==> src/rtl/mdadd_pkg.sv <==
package mdadd_pkg;

  // Rows left after lv levels of 3:2 compression, starting from n rows.
  function automatic int rows_after(input int n, input int lv);
    int r;
    r = n;
    for (int i = 0; i < lv; i++) r = 2 * (r / 3) + (r % 3);
    return r;
  endfunction

  // Number of 3:2 levels needed to bring n rows down to two.
  function automatic int tree_depth(input int n);
    int r;
    int d;
    r = n;
    d = 0;
    while (r > 2) begin
      r = 2 * (r / 3) + (r % 3);
      d++;
    end
    return d;
  endfunction

endpackage

==> src/rtl/mdadd_pp_tree.sv <==
module mdadd_pp_tree #(
  parameter int WORD_W = 32
) (
  input  logic [WORD_W-1:0]   op_a,
  input  logic [WORD_W-1:0]   op_b,
  output logic [2*WORD_W-1:0] sum_o,
  output logic [2*WORD_W-1:0] carry_o
);
  import mdadd_pkg::*;

  localparam int DW    = 2 * WORD_W;
  localparam int DEPTH = tree_depth(WORD_W);

  // Rows at every level of the carry-free reduction.
  logic [DW-1:0] lv [DEPTH+1][WORD_W];

  // Partial products: one shifted copy of op_a per set bit of op_b.
  for (genvar r = 0; r < WORD_W; r++) begin : g_pp
    assign lv[0][r] = op_b[r] ? (DW'(op_a) << r) : '0;
  end

  for (genvar l = 0; l < DEPTH; l++) begin : g_lvl
    localparam int NI = rows_after(WORD_W, l);
    localparam int NG = NI / 3;
    localparam int NR = NI % 3;
    localparam int NO = 2 * NG + NR;

    for (genvar g = 0; g < NG; g++) begin : g_csa
      assign lv[l+1][2*g]   = lv[l][3*g] ^ lv[l][3*g+1] ^ lv[l][3*g+2];
      assign lv[l+1][2*g+1] = ((lv[l][3*g]   & lv[l][3*g+1]) |
                               (lv[l][3*g]   & lv[l][3*g+2]) |
                               (lv[l][3*g+1] & lv[l][3*g+2])) << 1;
    end
    for (genvar p = 0; p < NR; p++) begin : g_pass
      assign lv[l+1][NO-NR+p] = lv[l][3*NG+p];
    end
    for (genvar z = NO; z < WORD_W; z++) begin : g_zero
      assign lv[l+1][z] = '0;
    end
  end

  assign sum_o   = lv[DEPTH][0];
  assign carry_o = lv[DEPTH][1];

endmodule

==> src/rtl/mdadd_prod_pipe.sv <==
module mdadd_prod_pipe #(
  parameter int DW     = 64,
  parameter int TAG_W  = 4,
  parameter int STAGES = 2
) (
  input  logic             clk,
  input  logic             rst_n,
  input  logic             in_vld,
  input  logic [TAG_W-1:0] in_tag,
  input  logic [DW-1:0]    in_sum,
  input  logic [DW-1:0]    in_carry,
  input  logic             take,
  output logic             pend_vld,
  output logic [TAG_W-1:0] pend_tag,
  output logic [DW-1:0]    pend_sum,
  output logic [DW-1:0]    pend_carry
);
  localparam int LAST = STAGES - 1;

  logic [STAGES-1:0] vld_q, vld_d, ld_en, src_vld;
  logic [TAG_W-1:0]  tag_q [STAGES];
  logic [TAG_W-1:0]  src_tag [STAGES];
  logic [DW-1:0]     sum_q [STAGES];
  logic [DW-1:0]     src_sum [STAGES];
  logic [DW-1:0]     car_q [STAGES];
  logic [DW-1:0]     src_car [STAGES];

  // Each stage loads from the issue side or from the stage before it.
  for (genvar i = 0; i < STAGES; i++) begin : g_src
    if (i == 0) begin : g_head
      assign src_vld[i] = in_vld;
      assign src_tag[i] = in_tag;
      assign src_sum[i] = in_sum;
      assign src_car[i] = in_carry;
    end else begin : g_body
      assign src_vld[i] = vld_q[i-1];
      assign src_tag[i] = tag_q[i-1];
      assign src_sum[i] = sum_q[i-1];
      assign src_car[i] = car_q[i-1];
    end
  end

  // Next state: inner stages just advance. The last stage is the pending
  // slot: it keeps its product until consumed, and a new arrival overwrites it.
  always_comb begin
    for (int i = 0; i < STAGES; i++) begin
      ld_en[i] = src_vld[i];
      if (i == LAST) vld_d[i] = src_vld[i] | (vld_q[i] & ~take);
      else           vld_d[i] = src_vld[i];
    end
  end

  always_ff @(posedge clk or negedge rst_n) begin
    if (!rst_n) vld_q <= '0;
    else        vld_q <= vld_d;
  end

  always_ff @(posedge clk) begin
    for (int i = 0; i < STAGES; i++) begin
      if (ld_en[i]) begin
        tag_q[i] <= src_tag[i];
        sum_q[i] <= src_sum[i];
        car_q[i] <= src_car[i];
      end
    end
  end

  assign pend_vld   = vld_q[LAST];
  assign pend_tag   = tag_q[LAST];
  assign pend_sum   = sum_q[LAST];
  assign pend_carry = car_q[LAST];

  AST_PENDING_HELD: assert property (@(posedge clk) disable iff (!rst_n)
    (pend_vld && !take && !src_vld[LAST]) |=>
      (pend_vld && $stable(pend_tag) && $stable(pend_sum) && $stable(pend_carry)));

  AST_ARRIVAL_LANDS: assert property (@(posedge clk) disable iff (!rst_n)
    src_vld[LAST] |=> (pend_vld && pend_tag == $past(src_tag[LAST])));

endmodule

==> src/rtl/mdadd_late_add.sv <==
module mdadd_late_add #(
  parameter int WORD_W = 32,
  parameter int TAG_W  = 4
) (
  input  logic                clk,
  input  logic                rst_n,
  input  logic                take,
  input  logic [TAG_W-1:0]    take_tag,
  input  logic [2*WORD_W-1:0] prod_sum,
  input  logic [2*WORD_W-1:0] prod_carry,
  input  logic [WORD_W-1:0]   add_c,
  input  logic [WORD_W-1:0]   add_d,
  output logic                res_vld,
  output logic [TAG_W-1:0]    res_tag,
  output logic [WORD_W-1:0]   res_hi,
  output logic [WORD_W-1:0]   res_lo
);
  localparam int DW = 2 * WORD_W;

  logic [DW-1:0] c_ext, d_ext;
  logic [DW-1:0] s1, k1, s2, k2, total;
  logic          vld_q, vld_d;
  logic [TAG_W-1:0] tag_q;
  logic [DW-1:0]    val_q;

  // Four operands to two with two 3:2 levels, then a single carry-propagate add.
  always_comb begin
    c_ext = DW'(add_c);
    d_ext = DW'(add_d);
    s1    = prod_sum ^ prod_carry ^ c_ext;
    k1    = ((prod_sum & prod_carry) | (prod_sum & c_ext) | (prod_carry & c_ext)) << 1;
    s2    = s1 ^ k1 ^ d_ext;
    k2    = ((s1 & k1) | (s1 & d_ext) | (k1 & d_ext)) << 1;
    total = s2 + k2;
    vld_d = take;
  end

  always_ff @(posedge clk or negedge rst_n) begin
    if (!rst_n) vld_q <= 1'b0;
    else        vld_q <= vld_d;
  end

  always_ff @(posedge clk) begin
    if (take) begin
      tag_q <= take_tag;
      val_q <= total;
    end
  end

  assign res_vld = vld_q;
  assign res_tag = tag_q;
  assign res_hi  = val_q[DW-1:WORD_W];
  assign res_lo  = val_q[WORD_W-1:0];

  AST_NO_OVERFLOW: assert property (@(posedge clk) disable iff (!rst_n)
    res_vld |-> ({res_hi, res_lo} >= (DW'($past(add_c)) + DW'($past(add_d)))));

endmodule

==> src/rtl/mdadd_unit.sv <==
module mdadd_unit #(
  parameter int WORD_W     = 32,
  parameter int TAG_W      = 4,
  parameter int MUL_STAGES = 2
) (
  input  logic              clk,
  input  logic              rst_n,
  input  logic              iss_vld,
  input  logic [TAG_W-1:0]  iss_tag,
  input  logic [WORD_W-1:0] iss_a,
  input  logic [WORD_W-1:0] iss_b,
  input  logic              add_vld,
  input  logic [TAG_W-1:0]  add_tag,
  input  logic [WORD_W-1:0] add_c,
  input  logic [WORD_W-1:0] add_d,
  output logic              res_vld,
  output logic [TAG_W-1:0]  res_tag,
  output logic [WORD_W-1:0] res_hi,
  output logic [WORD_W-1:0] res_lo
);
  localparam int DW = 2 * WORD_W;

  logic [DW-1:0]    tree_sum, tree_carry;
  logic             pend_vld;
  logic [TAG_W-1:0] pend_tag;
  logic [DW-1:0]    pend_sum, pend_carry;
  logic             accept;

  mdadd_pp_tree #(.WORD_W(WORD_W)) u_tree (
    .op_a    (iss_a),
    .op_b    (iss_b),
    .sum_o   (tree_sum),
    .carry_o (tree_carry)
  );

  mdadd_prod_pipe #(.DW(DW), .TAG_W(TAG_W), .STAGES(MUL_STAGES)) u_pipe (
    .clk        (clk),
    .rst_n      (rst_n),
    .in_vld     (iss_vld),
    .in_tag     (iss_tag),
    .in_sum     (tree_sum),
    .in_carry   (tree_carry),
    .take       (accept),
    .pend_vld   (pend_vld),
    .pend_tag   (pend_tag),
    .pend_sum   (pend_sum),
    .pend_carry (pend_carry)
  );

  // Addends are taken only against a pending product carrying the same tag.
  assign accept = add_vld & pend_vld & (add_tag == pend_tag);

  mdadd_late_add #(.WORD_W(WORD_W), .TAG_W(TAG_W)) u_add (
    .clk        (clk),
    .rst_n      (rst_n),
    .take       (accept),
    .take_tag   (pend_tag),
    .prod_sum   (pend_sum),
    .prod_carry (pend_carry),
    .add_c      (add_c),
    .add_d      (add_d),
    .res_vld    (res_vld),
    .res_tag    (res_tag),
    .res_hi     (res_hi),
    .res_lo     (res_lo)
  );

  AST_RES_AFTER_ACCEPT: assert property (@(posedge clk) disable iff (!rst_n)
    res_vld |-> $past(add_vld && pend_vld && add_tag == pend_tag));

  AST_MISMATCH_IGNORED: assert property (@(posedge clk) disable iff (!rst_n)
    (add_vld && pend_vld && add_tag != pend_tag) |=> !res_vld);

  AST_RES_TAG: assert property (@(posedge clk) disable iff (!rst_n)
    res_vld |-> (res_tag == $past(add_tag)));

  AST_IDLE_NO_RESULT: assert property (@(posedge clk) disable iff (!rst_n)
    !pend_vld |=> !res_vld);

endmodule

==> config.mk <==
export PLATFORM = sky130hd
export DESIGN_NAME = mdadd_unit
export DESIGN_NICKNAME = d
export VERILOG_FILES = /design/src/rtl/mdadd_pkg.sv /design/src/rtl/mdadd_pp_tree.sv /design/src/rtl/mdadd_prod_pipe.sv /design/src/rtl/mdadd_late_add.sv /design/src/rtl/mdadd_unit.sv
export SDC_FILE = /design/constraint.sdc
export NUM_CORES = 2
export LEC_CHECK = 0
export BUFFER_PORTS_ARGS = -buffer_cell sky130_fd_sc_hd__buf_2
export CORE_MARGIN = 5
export CORE_UTILIZATION = 42
export CTS_CLUSTER_SIZE = 16
export DETAILED_ROUTE_END_ITERATION = 10
export GPL_ROUTABILITY_DRIVEN = 0
export HOLD_SLACK_MARGIN = 0.03
export PLACE_DENSITY_LB_ADDON = 0.12
export SYNTH_ARGS = -nofsm -noshare
export SYNTH_HDL_FRONTEND = slang
export SYNTH_SLANG_ARGS = --single-unit
==> constraint.sdc <==
create_clock -name clk -period 4.93 [get_ports clk]
set_clock_uncertainty 0.2 [all_clocks]
set_input_delay 0.7395 -clock clk [delete_from_list [all_inputs] [get_ports clk]]
set_output_delay 0.7395 -clock clk [all_outputs]
set_load 0.02 [all_outputs]
==> metrics.txt <==
dpl hpwl 103400 um; most common cell after layout, fill and taps aside inv_1; clock latency at the later pin of the worst-skew pair 0.56 ns; layout cells sized above 1 0.2576; status finished with violations; Leak 24.55 nW; Worst Reg-to-Reg Cells 16; Die W 336.4 um; WS Path Type input port to flop; CP Cell Sequence buf_12 -> buf_12 -> buf_12 -> and2_4 -> fa_1 -> inv_2 -> fa_1 -> inv_1 -> fa_1 -> fa_1 -> inv_1 -> fa_1 -> inv_1 -> fa_1 -> inv_1 -> fa_1 -> inv_1 -> fa_2; Root Driver clkbuf_16; CTS buffer count 37; Syn-to-layout area delta 20.32%; worst path arrival time 5.46 ns; r2r endpoint u_add.val_q[61]$_DFFE_PP_; Hold WS 0.1678 ns; register area share after synthesis 0.2111; Final Slew Violations 0; met3 wire len 9460 um; clock sinks 315; cell area after layout 53840 um^2; vias in the first global route 31775; warnings from Yosys 0; Peak VDD IR 0.001160 V; drt first-iter violations 1641; Setup crit start kind input port; worst reg2reg setup slack 0.48 ns; Crit path top cell by count fa_1; TritonCTS clock tree built; Worst EP required 5.03 ns; Core Footprint 105600 um^2; total gr overflow 0; largest net degree at the start of global routing 120; Synth Net Count 5554; worst path bufs/invs 9; first-pass GRT wire length 195200 um; total track usage 0.2274; max layer used met5; highest clock rate 186.4 MHz; crit path from iss_a[19]; PwrDens 798.0 nW/um^2; CP peak stage delay 0.57 ns; CTS H-Tree Depth 2; Worst slew margin 0.4600; number of I/O pins 209; Placed Cells 5818; CP endpoint u_pipe.sum_q[0][46]$_DFFE_PP_; die area 113200 um^2; Avg Cell Area, Syn 10.76 um^2; Total Wirelength 126800 um; Mapped Cells 4158; Worst-path clk slew 0.06 ns; DR vias/cell 4.906; met2 WL 56010 um; Tightest Hold Check Type input port to flop; cell family with the largest share of critical-path delay adder cells; Final Hold Fails 0; Async SR Flop Fraction 0.009524; Stages on worst setup path 18; Yosys cell types 56; Setup crit end kind flop; wl on met1 58430 um; Finish-stage setup viols 71; drt wl/cell 21.26 um; post-route insts no fill 5963; Vias 29253; shortest period the worst path allows 5.366 ns; CTS Buffer Depth 3; # rows 119; Placed Area 50040 um^2; RSZ-0062 raised after global routing true; Worst-Margin Slew 0.8100 ns; commonest non-fill, non-tap cells in the layout inv_1 (800), fa_1 (770), and2_1 (441); R2R Path Start u_pipe.sum_q[0][65]$_DFFE_PP_; drt first pass iters 6; fill count 9521; IO buf count 208; DRT antenna net count 0; Critical Path Fanout Max 3; Setup WS post-layout -0.4360 ns; nets@finish 5932; Post-route DRC 0; highest-delay cell along the critical path fa_1; Post-synth EDFFs 312; Final Cycle Share 1.088; Main synth FF type edfxtp_1; setup_tns -16.77 ns; failing checks setup timing; Final Core Density 0.5100; initial core utilization 0.4239; synthesized flop and latch total 315; post-synthesis cell area 44750 um^2; DIE HEIGHT 336.4 um; initial antenna violation count 12; maxcap violations 0
kinds of logic after synthesis:
kind of cell,synth area share
XOR/XNOR,0.01272
adder cells (fa/ha/maj),0.5126
flip-flops,0.2111
AND/OR/NAND/NOR,0.1367
AO/OA/AOI/OAI,0.03235
buffers and inverters,0.09459
what timing repair did:
action                                  in CTS  in global routing
endpoints found under the setup margin      90                 85
pin swaps                                  172                138
hold buffers                                 1                  0
setup buffers                               34                 24
endpoints found under the hold margin        3                  0
resized for setup                          388                192
cloned                                      10                  3
sequential cells by signal, indices dropped and copies added, names as in the netlist:
| signal | flops |
|---|---|
| u_add.val_q | 64 |
| u_pipe.sum_q | 126 |
| u_add.res_tag | 4 |
| u_add.res_vld | 1 |
| u_pipe.tag_q | 8 |
| u_pipe.car_q | 110 |
| u_pipe.vld_q | 2 |
how the worst min path moves through the flow:
stage	startpoint	to	slack, ns	depth (start not counted)
2_1_floorplan	u_pipe.car_q[0][36]$_DFFE_PP_	u_pipe.car_q[0][100]$_DFFE_PP_	0.20	0
3_3_place_gp	u_pipe.tag_q[0][0]$_DFFE_PP_	u_pipe.tag_q[0][4]$_DFFE_PP_	0.20	0
3_5_place_dp	u_pipe.car_q[0][48]$_DFFE_PP_	u_pipe.car_q[0][112]$_DFFE_PP_	0.20	0
4_1_cts	iss_tag[2]	u_pipe.tag_q[0][2]$_DFFE_PP_	0.13	1
5_1_grt	iss_tag[0]	u_pipe.tag_q[0][0]$_DFFE_PP_	0.13	1
6_report	iss_tag[2]	u_pipe.tag_q[0][2]$_DFFE_PP_	0.17	1
routing by layer:
layer | track usage | up-vias
met5 | 0 | -
met4 | 0.05366 | 2
met3 | 0.05001 | 143
met2 | 0.3434 | 845
met1 | 0.3384 | 15085
li1 | - | 13178
stage by stage:
stage	power (mW)	setup slack, ns
finish	42.97	-0.4360
global route	48.27	-0.5389
CTS	41.66	-0.3974
detailed placement	36.50	-1.190
global placement	35.75	-1.204
floorplan	26.27	-0.5657
final cells by class:
cell class                 count  area (um^2)  area share
inverter                     907         3405     0.06323
tap                         1391         1740     0.03232
multi-input combinational   2717        32560      0.6047
clock buffer                  46         1002     0.01861
timing repair buffer         558         5448      0.1012
clock inverter                22        224.0    0.004160
antenna                        7        17.52   0.0003253
sequential                   315         9448      0.1755
where the power goes:
group / internal, mW / switching [mW]
clock: 1.66 / 1.14
combinational: 15.2 / 18.3
sequential: 6.36 / 0.387
synth_stat cells, drive strengths merged (2+ instances only):
master	n	share of area
a2111oi	2	0.00081
a211o	2	0.00039
a211oi	7	0.0013
a21boi	3	0.00050
a21o	25	0.0042
a21oi	80	0.0090
a221o	2	0.00045
a221oi	2	0.00039
a22oi	2	0.00034
a31oi	8	0.0013
and2	627	0.088
and3	2	0.00028
buf	6	0.00064
clkbuf	213	0.018
dfrtp	3	0.0017
edfxtp	312	0.21
fa	962	0.43
ha	294	0.082
inv	907	0.076
nand2	443	0.037
nand2b	6	0.00084
nand3	13	0.0015
nand4	22	0.0031
nor2	32	0.0027
nor2b	5	0.00070
nor3	13	0.0015
o211a	2	0.00045
o211ai	7	0.0012
o21a	9	0.0015
o21ai	43	0.0048
o21bai	18	0.0030
o31ai	3	0.00050
or3	2	0.00028
or3b	2	0.00039
xnor2	36	0.0070
xor2	29	0.0057
No activity file was read; power rests on OpenSTA's default activity.
